**config.mk**
```make
export PLATFORM = sky130hd
export DESIGN_NAME = nib_timer
export DESIGN_NICKNAME = d
export VERILOG_FILES = /design/src/rtl/tmr_pkg.sv /design/src/rtl/tmr_src.sv /design/src/rtl/tmr_prescale.sv /design/src/rtl/tmr_core.sv /design/src/rtl/tmr_regif.sv /design/src/rtl/nib_timer.sv
export SDC_FILE = /design/constraint.sdc
export NUM_CORES = 1
export LEC_CHECK = 0
export ABC_AREA = 1
export BUFFER_PORTS_ARGS = -buffer_cell sky130_fd_sc_hd__buf_2
export CAP_MARGIN = 25
export CELL_PAD_IN_SITES_DETAIL_PLACEMENT = 1
export CELL_PAD_IN_SITES_GLOBAL_PLACEMENT = 1
export CORE_ASPECT_RATIO = 2
export CORE_MARGIN = 8
export CORE_UTILIZATION = 42
export CTS_CLUSTER_DIAMETER = 80
export CTS_CLUSTER_SIZE = 40
export DETAILED_ROUTE_END_ITERATION = 8
export GPL_TIMING_DRIVEN = 0
export PLACE_DENSITY = 0.88
export SYNTH_ARGS = -nofsm -noshare
export SYNTH_HDL_FRONTEND = slang
export SYNTH_HIERARCHICAL = 1
export SYNTH_SLANG_ARGS = --single-unit
```
**constraint.sdc**
```tcl
create_clock -name clk -period 2.1 [get_ports clk]
set_input_delay 0.21 -clock clk [delete_from_list [all_inputs] [get_ports clk]]
set_output_delay 0.21 -clock clk [all_outputs]
set_load 0.05 [all_outputs]
```
**src/rtl/tmr_pkg.sv**
```systemverilog
package tmr_pkg;

    localparam int NIB_W  = 4;
    localparam int CNT_W  = 2 * NIB_W;
    localparam int ADDR_W = 2;
    localparam int MODE_W = 3;
    localparam int PRE_W  = 11;
    localparam int SHF_W  = 4;

    typedef enum logic [ADDR_W-1:0] {
        REG_LO   = 2'd0,
        REG_HI   = 2'd1,
        REG_FLAG = 2'd2,
        REG_NONE = 2'd3
    } reg_sel_e;

    typedef struct packed {
        logic en;
        logic req;
    } flag_t;

    // prescaler ratio is 2**shift
    function automatic logic [SHF_W-1:0] shift_of_mode(input logic [MODE_W-1:0] m);
        logic [SHF_W-1:0] s;
        case (m)
            3'd0:    s = 4'd11;
            3'd1:    s = 4'd9;
            3'd2:    s = 4'd7;
            3'd3:    s = 4'd5;
            3'd4:    s = 4'd3;
            3'd5:    s = 4'd2;
            3'd6:    s = 4'd1;
            default: s = 4'd0;
        endcase
        return s;
    endfunction

endpackage

```
**src/rtl/tmr_src.sv**
```systemverilog
module tmr_src
    import tmr_pkg::*;
#(
    parameter int SYNC_N = 2,
    parameter int DIV    = 4
) (
    input  logic clk,
    input  logic rst,
    input  logic restart,
    input  logic src_sel,
    input  logic edge_sel,
    input  logic ext_pin,
    output logic src_tick
);
    localparam int DIV_W = $clog2(DIV);

    logic              xin;
    logic [SYNC_N-1:0] sync_q;
    logic              prev_q;
    logic [DIV_W-1:0]  div_q;
    logic              ext_edge;
    logic              int_tick;

    assign xin = ext_pin ^ edge_sel;

    generate
        if (SYNC_N == 1) begin : g_one
            always_ff @(posedge clk) begin
                if (rst) sync_q <= '0;
                else     sync_q <= xin;
            end
        end else begin : g_chain
            always_ff @(posedge clk) begin
                if (rst) sync_q <= '0;
                else     sync_q <= {sync_q[SYNC_N-2:0], xin};
            end
        end
    endgenerate

    always_ff @(posedge clk) begin
        if (rst) begin
            prev_q <= 1'b0;
            div_q  <= '0;
        end else begin
            prev_q <= sync_q[SYNC_N-1];
            if (restart) div_q <= '0;
            else         div_q <= div_q + DIV_W'(1);
        end
    end

    assign ext_edge = sync_q[SYNC_N-1] & ~prev_q;
    assign int_tick = (div_q == DIV_W'(DIV - 1));
    assign src_tick = src_sel ? ext_edge : int_tick;

endmodule

```
**src/rtl/tmr_prescale.sv**
```systemverilog
module tmr_prescale
    import tmr_pkg::*;
#(
    parameter int W = PRE_W
) (
    input  logic              clk,
    input  logic              rst,
    input  logic              restart,
    input  logic              src_tick,
    input  logic [MODE_W-1:0] mode,
    output logic              cnt_tick
);
    logic [W-1:0]     pre_q;
    logic [W-1:0]     mask;
    logic [SHF_W-1:0] shift;

    always_comb begin
        shift = shift_of_mode(mode);
        for (int i = 0; i < W; i++) begin
            mask[i] = (i < int'(shift));
        end
    end

    always_ff @(posedge clk) begin
        if (rst || restart)  pre_q <= '0;
        else if (src_tick)   pre_q <= pre_q + W'(1);
    end

    assign cnt_tick = src_tick && ((pre_q & mask) == mask);

endmodule

```
**src/rtl/tmr_core.sv**
```systemverilog
module tmr_core
    import tmr_pkg::*;
#(
    parameter int NW = NIB_W,
    parameter int CW = CNT_W
) (
    input  logic          clk,
    input  logic          rst,
    input  logic          wr_lo,
    input  logic          wr_hi,
    input  logic [NW-1:0] wr_nib,
    input  logic          cnt_tick,
    output logic [CW-1:0] cnt_q,
    output logic [CW-1:0] load_q,
    output logic [NW-1:0] stage_q,
    output logic          ovf
);
    logic at_top;

    assign at_top = (cnt_q == {CW{1'b1}});
    assign ovf    = cnt_tick && !wr_hi && at_top;

    always_ff @(posedge clk) begin
        if (rst) begin
            cnt_q   <= '0;
            load_q  <= '0;
            stage_q <= '0;
        end else begin
            if (wr_lo) stage_q <= wr_nib;
            if (wr_hi) begin
                load_q <= {wr_nib, stage_q};
                cnt_q  <= {wr_nib, stage_q};
            end else if (cnt_tick) begin
                cnt_q <= at_top ? load_q : cnt_q + CW'(1);
            end
        end
    end

endmodule

```
**src/rtl/tmr_regif.sv**
```systemverilog
module tmr_regif
    import tmr_pkg::*;
#(
    parameter int NW = NIB_W,
    parameter int CW = CNT_W
) (
    input  logic              clk,
    input  logic              rst,
    input  logic              wr_en,
    input  logic              rd_en,
    input  logic [ADDR_W-1:0] addr,
    input  logic [1:0]        flag_wdata,
    input  logic [CW-1:0]     cnt_q,
    input  logic              ovf,
    output logic              wr_lo,
    output logic              wr_hi,
    output logic [NW-1:0]     rd_data,
    output flag_t             flag_q
);
    logic [NW-1:0] latch_q;
    logic          wr_flag;

    assign wr_lo   = wr_en && (addr == REG_LO);
    assign wr_hi   = wr_en && (addr == REG_HI);
    assign wr_flag = wr_en && (addr == REG_FLAG);

    always_ff @(posedge clk) begin
        if (rst) begin
            flag_q  <= '0;
            latch_q <= '0;
            rd_data <= '0;
        end else begin
            if (wr_flag) begin
                flag_q.en <= flag_wdata[1];
                if (!flag_wdata[0]) flag_q.req <= 1'b0;
            end
            if (ovf) flag_q.req <= 1'b1;
            if (rd_en) begin
                case (addr)
                    REG_LO:   rd_data <= latch_q;
                    REG_HI: begin
                        rd_data <= cnt_q[CW-1:NW];
                        latch_q <= cnt_q[NW-1:0];
                    end
                    REG_FLAG: rd_data <= {{(NW-2){1'b0}}, flag_q.en, flag_q.req};
                    default:  rd_data <= '0;
                endcase
            end
        end
    end

endmodule

```
**src/rtl/nib_timer.sv**
```systemverilog
module nib_timer
    import tmr_pkg::*;
(
    input  logic              clk,
    input  logic              rst,
    input  logic              ext_pin,
    input  logic              src_sel,
    input  logic              edge_sel,
    input  logic [MODE_W-1:0] mode_sel,
    input  logic [ADDR_W-1:0] addr,
    input  logic              wr_en,
    input  logic              rd_en,
    input  logic [NIB_W-1:0]  wr_data,
    output logic [NIB_W-1:0]  rd_data,
    output logic              irq
);
    logic             wr_lo, wr_hi;
    logic             src_tick, cnt_tick, ovf;
    logic [CNT_W-1:0] cnt_q, load_q;
    logic [NIB_W-1:0] stage_q;
    flag_t            flag_q;
    logic             req, en;

    tmr_src #(.SYNC_N(2), .DIV(4)) u_src (
        .clk(clk), .rst(rst), .restart(wr_hi), .src_sel(src_sel),
        .edge_sel(edge_sel), .ext_pin(ext_pin), .src_tick(src_tick)
    );

    tmr_prescale #(.W(PRE_W)) u_pre (
        .clk(clk), .rst(rst), .restart(wr_hi), .src_tick(src_tick),
        .mode(mode_sel), .cnt_tick(cnt_tick)
    );

    tmr_core #(.NW(NIB_W), .CW(CNT_W)) u_core (
        .clk(clk), .rst(rst), .wr_lo(wr_lo), .wr_hi(wr_hi), .wr_nib(wr_data),
        .cnt_tick(cnt_tick), .cnt_q(cnt_q), .load_q(load_q), .stage_q(stage_q),
        .ovf(ovf)
    );

    tmr_regif #(.NW(NIB_W), .CW(CNT_W)) u_reg (
        .clk(clk), .rst(rst), .wr_en(wr_en), .rd_en(rd_en), .addr(addr),
        .flag_wdata(wr_data[1:0]), .cnt_q(cnt_q), .ovf(ovf), .wr_lo(wr_lo),
        .wr_hi(wr_hi), .rd_data(rd_data), .flag_q(flag_q)
    );

    assign req = flag_q.req;
    assign en  = flag_q.en;
    assign irq = req & en;

endmodule

```
==> reports/metrics.cfg, run 1 <==
[run_status]
outcome=finished, final reports clean

[setup_path]
startpoint_type=flip-flop
end_kind=flip-flop
arrival_ns=2.08
required_ns=2.29
regToRegSetupSlack_ns=0.21
criticalPathCategory=reg -> reg
crit_fanout=9

[synth]
avgSynthCellArea_um2=7.07
synth_top_area_cell=dfxtp_1
synth_edf_count=0
synth_common_cells=nand2_1, dfxtp_1, nor2_1
ys_async_sr_fraction_pct=0
yosysTopAreaCellShare_pct=39.8
ys_ff_latch=46
netlist_area_mm2=0.00231
seq_area_frac_synth_pct=39.8
synthTopCellsByArea=dfxtp_1, nand2_1, nor2_1, a21oi_1, nand3_1
synth.most_common_cell=nand2_1
synthCells=327
yosys_warnings=6
syn_nets=346
synthFlopType=dfxtp_1
ys_types=27

[clock_network]
cts_root_buf=clkbuf_8
cts.sinks=46
cts_tree=built
clkTransAtPathRegs_ns=0.09
h-tree-depth=2
clk_latency_ns=0.31
cts_hold_buffers=0
cts_buffers=5
cts_buffer_depth=2

[final_layout]
fin_area_mm2=0.00264
num-fill-cells=724
area_growth_syn_to_layout_pct=14.3
final_util_pct=49.2
drive_above_1_share_pct=18.7
diodes=0
layout.nets=377

[routing]
drt_wl_total_mm=6.34
ant_nets=0
vias=2223
post_drt_wl_per_cell_um=15.1
drt_iter0_drc=61
dr.pass1.iters=4
drt-vias-per-instance=5.31
drc=0

[grt]
gr-total-overflow=0
grt_pass1_vias=2384
grt_first_pass_wirelength_mm=10.6
grt_max_degree=15
grt_util_all_layers_pct=16.6
antenna_found_initial=0

[sta]
max_freq_mhz=528
hold_viol=0
final_max_slew_viol_count=0
setup_tns_ns=0
worst_pin_slew_ns=0.736
maxSlewHeadroom_pct=50.8
timing.final.crit_share_pct=90.1
period_needed_ns=1.89
setup_viol=0
finalClockSkew_ns=0.00677

[floorplanning]
rows=38
die_area_mm2=0.00828
coreArea_mm2=0.00537
ios=21
start_util_pct=43.0
die_w_um=68.5
die-height_um=121

[place]
globalplace.congestion=0.845
placed_cell_area_mm2=0.00249
dpl.hpwl_mm=5.05
port_buffers=20

[power]
irDropWorstVdd_mv=0.544
leakage_nw=1.17
power_density_mw_per_mm2=648

[flow_run]
maxCapViolCount=0

[min_path]
hp-class=in -> reg

-- area by class of cell --
cell class / instances / area, um2 / area share [%]
flip-flops and latches: 46 / 921 / 34.8
clock inverters: 2 / 37.5 / 1.42
multi-input cells: 243 / 1250 / 47.4
repair buffers: 24 / 134 / 5.07
well taps: 60 / 75.1 / 2.84
clock buffers: 6 / 72.6 / 2.75
inverters: 34 / 128 / 4.83
plain buffers: 4 / 22.5 / 0.852
-- layer usage --
| metal | GRT usage [%] | wire length [um] | part of all wire, % |
|---|---|---|---|
| met2 | 32.2 | 3800 | 60 |
| met3 | 3.42 | 199 | 3.1 |
| met4 | 8.52 | 185 | 2.9 |
| met5 | 0 | 0 | 0 |
| met1 | 14.6 | 2150 | 34 |
-- kinds of logic after synthesis --
| family | share of synthesized area [%] |
|---|---|
| AND/OR/NAND/NOR | 38.2 |
| AO/OA/AOI/OAI | 13.1 |
| flip-flops | 39.8 |
| buffers and inverters | 6.49 |
| adder cells (fa/ha/maj) | 1.62 |
| XOR/XNOR | 0.758 |
-- critical path: stages (launching register included) --
cell	delay [ns]
dfxtp_1	0.34
ha_1	0.15
nand2_1	0.05
nand2_1	0.06
buf_4	0.15
inv_1	0.09
a21oi_2	0.10
nand2_1	0.09
nor2_4	0.12
buf_4	0.13
nor2_4	0.05
a21boi_0	0.17
nand2_1	0.10
nor2_1	0.10
nor2_1	0.04
-- timing repair --
action,4_1_cts,5_1_grt
pin swaps,1,2
gates resized for setup,1,3
setup endpoints to repair,3,8
setup buffers,3,1
-- final timing paths --
check                        from  depth (start not counted)                end
setup / recovery   u_src/div_q[0]                         14    u_core/cnt_q[3]
hold / removal         wr_data[3]                          3  u_core/stage_q[3]
setup reg to reg   u_src/div_q[0]                         14    u_core/cnt_q[3]
hold reg to reg   u_src/sync_q[0]                          2    u_src/sync_q[1]
-- power breakdown --
part / switching, mW / internal, mW / leakage, nW
Sequential: 0.0148 / 0.892 / 0.373
Clock: 0.317 / 0.355 / 0.0514
Combinational: 0.0897 / 0.0453 / 0.747
Total: 0.421 / 1.29 / 1.17
-- cells in the final DEF (no fill, tap or decap), drive strengths merged, types with 3 or more instances in the layout --
master  count
nor2       53
nand3      28
a21boi      6
nor3        3
o21ai       9
clkbuf      8
nand2      95
ha          3
a21oi      34
inv        34
buf        26
nand4       3
dfxtp      46
-- through the flow --
stage          setup WS [ns]  hold slack [ns]  power, mW  instances
6_report               0.208            0.136       1.71        419
5_1_grt             -0.00314            0.152       1.78        419
4_1_cts               0.0473            0.130       1.73        418
3_5_place_dp         -0.0636            0.402       1.06        407
3_3_place_gp        -0.00256            0.391       1.05        407
2_1_floorplan          0.322            0.279       1.00        327
-- sequential cells by signal, indices dropped and copies added, names as in the netlist --
signal	flops
u_src/prev_q	1
u_reg/latch_q	4
u_core/stage_q	4
u_reg/flag_q	2
u_core/cnt_q	8
u_src/div_q	2
u_core/load_q	8
u_src/sync_q	2
u_reg/rd_data	4
u_pre/pre_q	11
No activity file was read; power rests on OpenSTA's default activity.
==> inputs of run 2 (changes only) <==
--- a/config.mk
+++ b/config.mk
@@ -17,7 +17,7 @@
 export CTS_CLUSTER_SIZE = 40
 export DETAILED_ROUTE_END_ITERATION = 8
 export GPL_TIMING_DRIVEN = 0
-export PLACE_DENSITY = 0.88
+export PLACE_DENSITY_LB_ADDON = 0.1
 export SYNTH_ARGS = -nofsm -noshare
 export SYNTH_HDL_FRONTEND = slang
 export SYNTH_HIERARCHICAL = 1
==> run 2 against run 1 <==
Combinational power barely moved. Die area did not move. Clock skew fell by 0.0013 ns. Register-to-register slack got worse by 0.05 ns. Critical endpoint is now u_core/cnt_q[2].
==> reports/metrics.cfg, run 2 (synthesis gave the netlist of run 1 again) <==
[floorplanning]
start_util_pct=43.0  ; unchanged
die-height_um=121  ; unchanged
coreArea_mm2=0.00537  ; unchanged
die_area_mm2=0.00828  ; unchanged
rows=38  ; unchanged
die_w_um=68.5  ; unchanged
ios=21  ; unchanged

[sta]
finalClockSkew_ns=0.00550  ; -0.00127 ns
fin_hold_ws_ns=0.139  ; +0.00354 ns
hold_viol=0  ; unchanged
period_needed_ns=1.95  ; +0.0546 ns
max_freq_mhz=514  ; -2.8%
final_max_slew_viol_count=0  ; unchanged
timing.final.crit_share_pct=92.7  ; +2.6 points
worst_pin_slew_ns=0.772  ; +0.0367 ns
setup_viol=0  ; unchanged
maxSlewHeadroom_pct=48.3  ; -2.5 points

[clock_network]
cts_tree=built
cts.sinks=46  ; unchanged
cts_root_buf=clkbuf_8
clk_latency_ns=0.31  ; about the same
h-tree-depth=2  ; unchanged
cts_buffers=5  ; unchanged
clkTransAtPathRegs_ns=0.08  ; about the same
cts_buffer_depth=2  ; unchanged

[grt]
use_met2_pct=30.0  ; -2.2 points
grt_pass1_vias=2318  ; -2.8%
grt_util_all_layers_pct=16.4  ; -0.24 points
use_met3_pct=3.15  ; -0.28 points
use_met1_pct=16.2  ; +1.6 points
grt_max_degree=14  ; -1
gr-total-overflow=0  ; unchanged
antenna_found_initial=0  ; unchanged
grt_first_pass_wirelength_mm=10.5  ; -1.6%
busiest_layer=met2

[final_layout]
drive_above_1_share_pct=18.0  ; -0.69 points
final_common_cell=nand2_1
area_growth_syn_to_layout_pct=12.4
layout.nets=375  ; -0.53%
largest_registers=u_pre/pre_q x11, u_core/cnt_q x8, u_core/load_q x8
num-fill-cells=730  ; +0.83%
seqCellArea_um2=922  ; +0.14%
top_register=u_pre/pre_q
fin_area_mm2=0.00260  ; -1.7%
layout_common_cells=nand2_1, dfxtp_1, nor2_1
diodes=0  ; unchanged
multi_input_area_mm2=0.00125  ; about the same
largest_reg_flops=11  ; unchanged

[setup_path]
crit_family=simple AND/OR/NAND/NOR gates
end_kind=flip-flop
crit_chain=ha_1 -> nand2_1 -> nand2_1 -> buf_6 -> inv_1 -> a21oi_1 -> nand2_1 -> nor2_4 -> inv_2 -> nor2_4 -> inv_4 -> nor2_8 -> nand2_1 -> a21oi_1
crit_fanout=9  ; unchanged
path_buf_inv=4  ; +1
max_stage_delay_ns=0.33  ; about the same
required_ns=2.34  ; +0.05 ns
arrival_ns=2.18  ; +0.10 ns
slowest_stage=dfxtp_2
startpoint_type=flip-flop
crit_path_frequent_cell=nand2_1
criticalPathCategory=reg -> reg

[place]
port_buffers=20  ; unchanged
dpl.hpwl_mm=4.92  ; -2.6%
placed_cell_area_mm2=0.00249  ; unchanged
globalplace.congestion=0.824  ; -2.4%

[routing]
post_drt_wl_per_cell_um=15.0  ; -0.98%
drt_wl_total_mm=6.23  ; -1.7%
ant_nets=0  ; unchanged
dr.pass1.iters=4  ; unchanged
drc=0  ; unchanged
vias=2204  ; -0.85%
drt-vias-per-instance=5.30  ; -0.14%
drt_iter0_drc=81  ; +33%

[power]
power_frac_comb_pct=8.4  ; +0.5 points
seqPwrFrac_pct=57.9  ; +5.0 points
swShare_pct=25.4  ; +0.86 points
irDropWorstVdd_mv=0.504  ; -7.4%
power_switching_mw=0.398  ; -5.4%
p_int_mw=1.17  ; -9.7%
power_density_mw_per_mm2=602  ; -7.1%
pwr-share-clk_pct=33.6  ; -5.6 points
leakage_nw=1.15  ; -2.0%

[flow_run]
maxCapViolCount=0  ; unchanged

[min_path]
hp-class=in -> reg

[run_status]
outcome=finished, final reports clean

## run 2: power by group through the flow
stage	combinational (mW)	clock, mW	sequential [mW]
floorplan	0.0784	0	0.925
global placement	0.128	0	0.927
detailed placement	0.132	0	0.928
CTS	0.133	0.553	0.907
global route	0.150	0.579	0.910
finish	0.132	0.526	0.907
## run 2: per-layer routing
| metal | routed length, um | part of all wire [%] |
|---|---|---|
| met2 | 3540 | 57 |
| met1 | 2350 | 38 |
| met4 | 177 | 2.8 |
| met5 | 0 | 0 |
| met3 | 161 | 2.6 |
## run 2: path summary, 6_finish.rpt
check,start,endpoint,slack (ns),cells past startpoint
min reg2reg,u_src/sync_q[0],u_src/sync_q[1],0.41,2
max,u_src/div_q[0],u_core/cnt_q[2],0.15,14
max reg2reg,u_src/div_q[0],u_core/cnt_q[2],0.15,14
min,ext_pin,u_src/sync_q[0],0.14,3
## run 2: metrics by stage
step	utilization (%)	std cells	power (mW)	TNS [ns]	worst slack [ns]
final	48.4	416	1.57	0	0.153
after detailed placement	46.3	407	1.06	-0.0705	-0.0267
after global routing	48.4	416	1.64	-0.000661	-0.000661
after floorplan	-	327	1.00	0	0.322
after global placement	46.3	407	1.05	0	0.0185
after CTS	47.8	414	1.59	0	0.0344
## run 2: area by class of cell
class                   count  area share [%]
inverters                  34            5.01
plain buffers               4            1.01
multi-input cells         243            48.2
well taps                  60            2.89
repair buffers             22            4.43
flip-flops and latches     46            35.5
clock buffers               7            2.94
## run 2: worst min-delay path, delay by kind of cell
| kind | cells | cell delay [ns] |
|---|---|---|
| buffers and inverters | 1 | 0.09 |
| AND/OR/NAND/NOR | 2 | 0.11 |
## run 2: timing repair
item                                    CTS  global route
endpoints found under the setup margin    3             5
resized for setup                         1             5
setup buffers                             0             2
pin swaps                                 0             2
hold buffers                              0             0
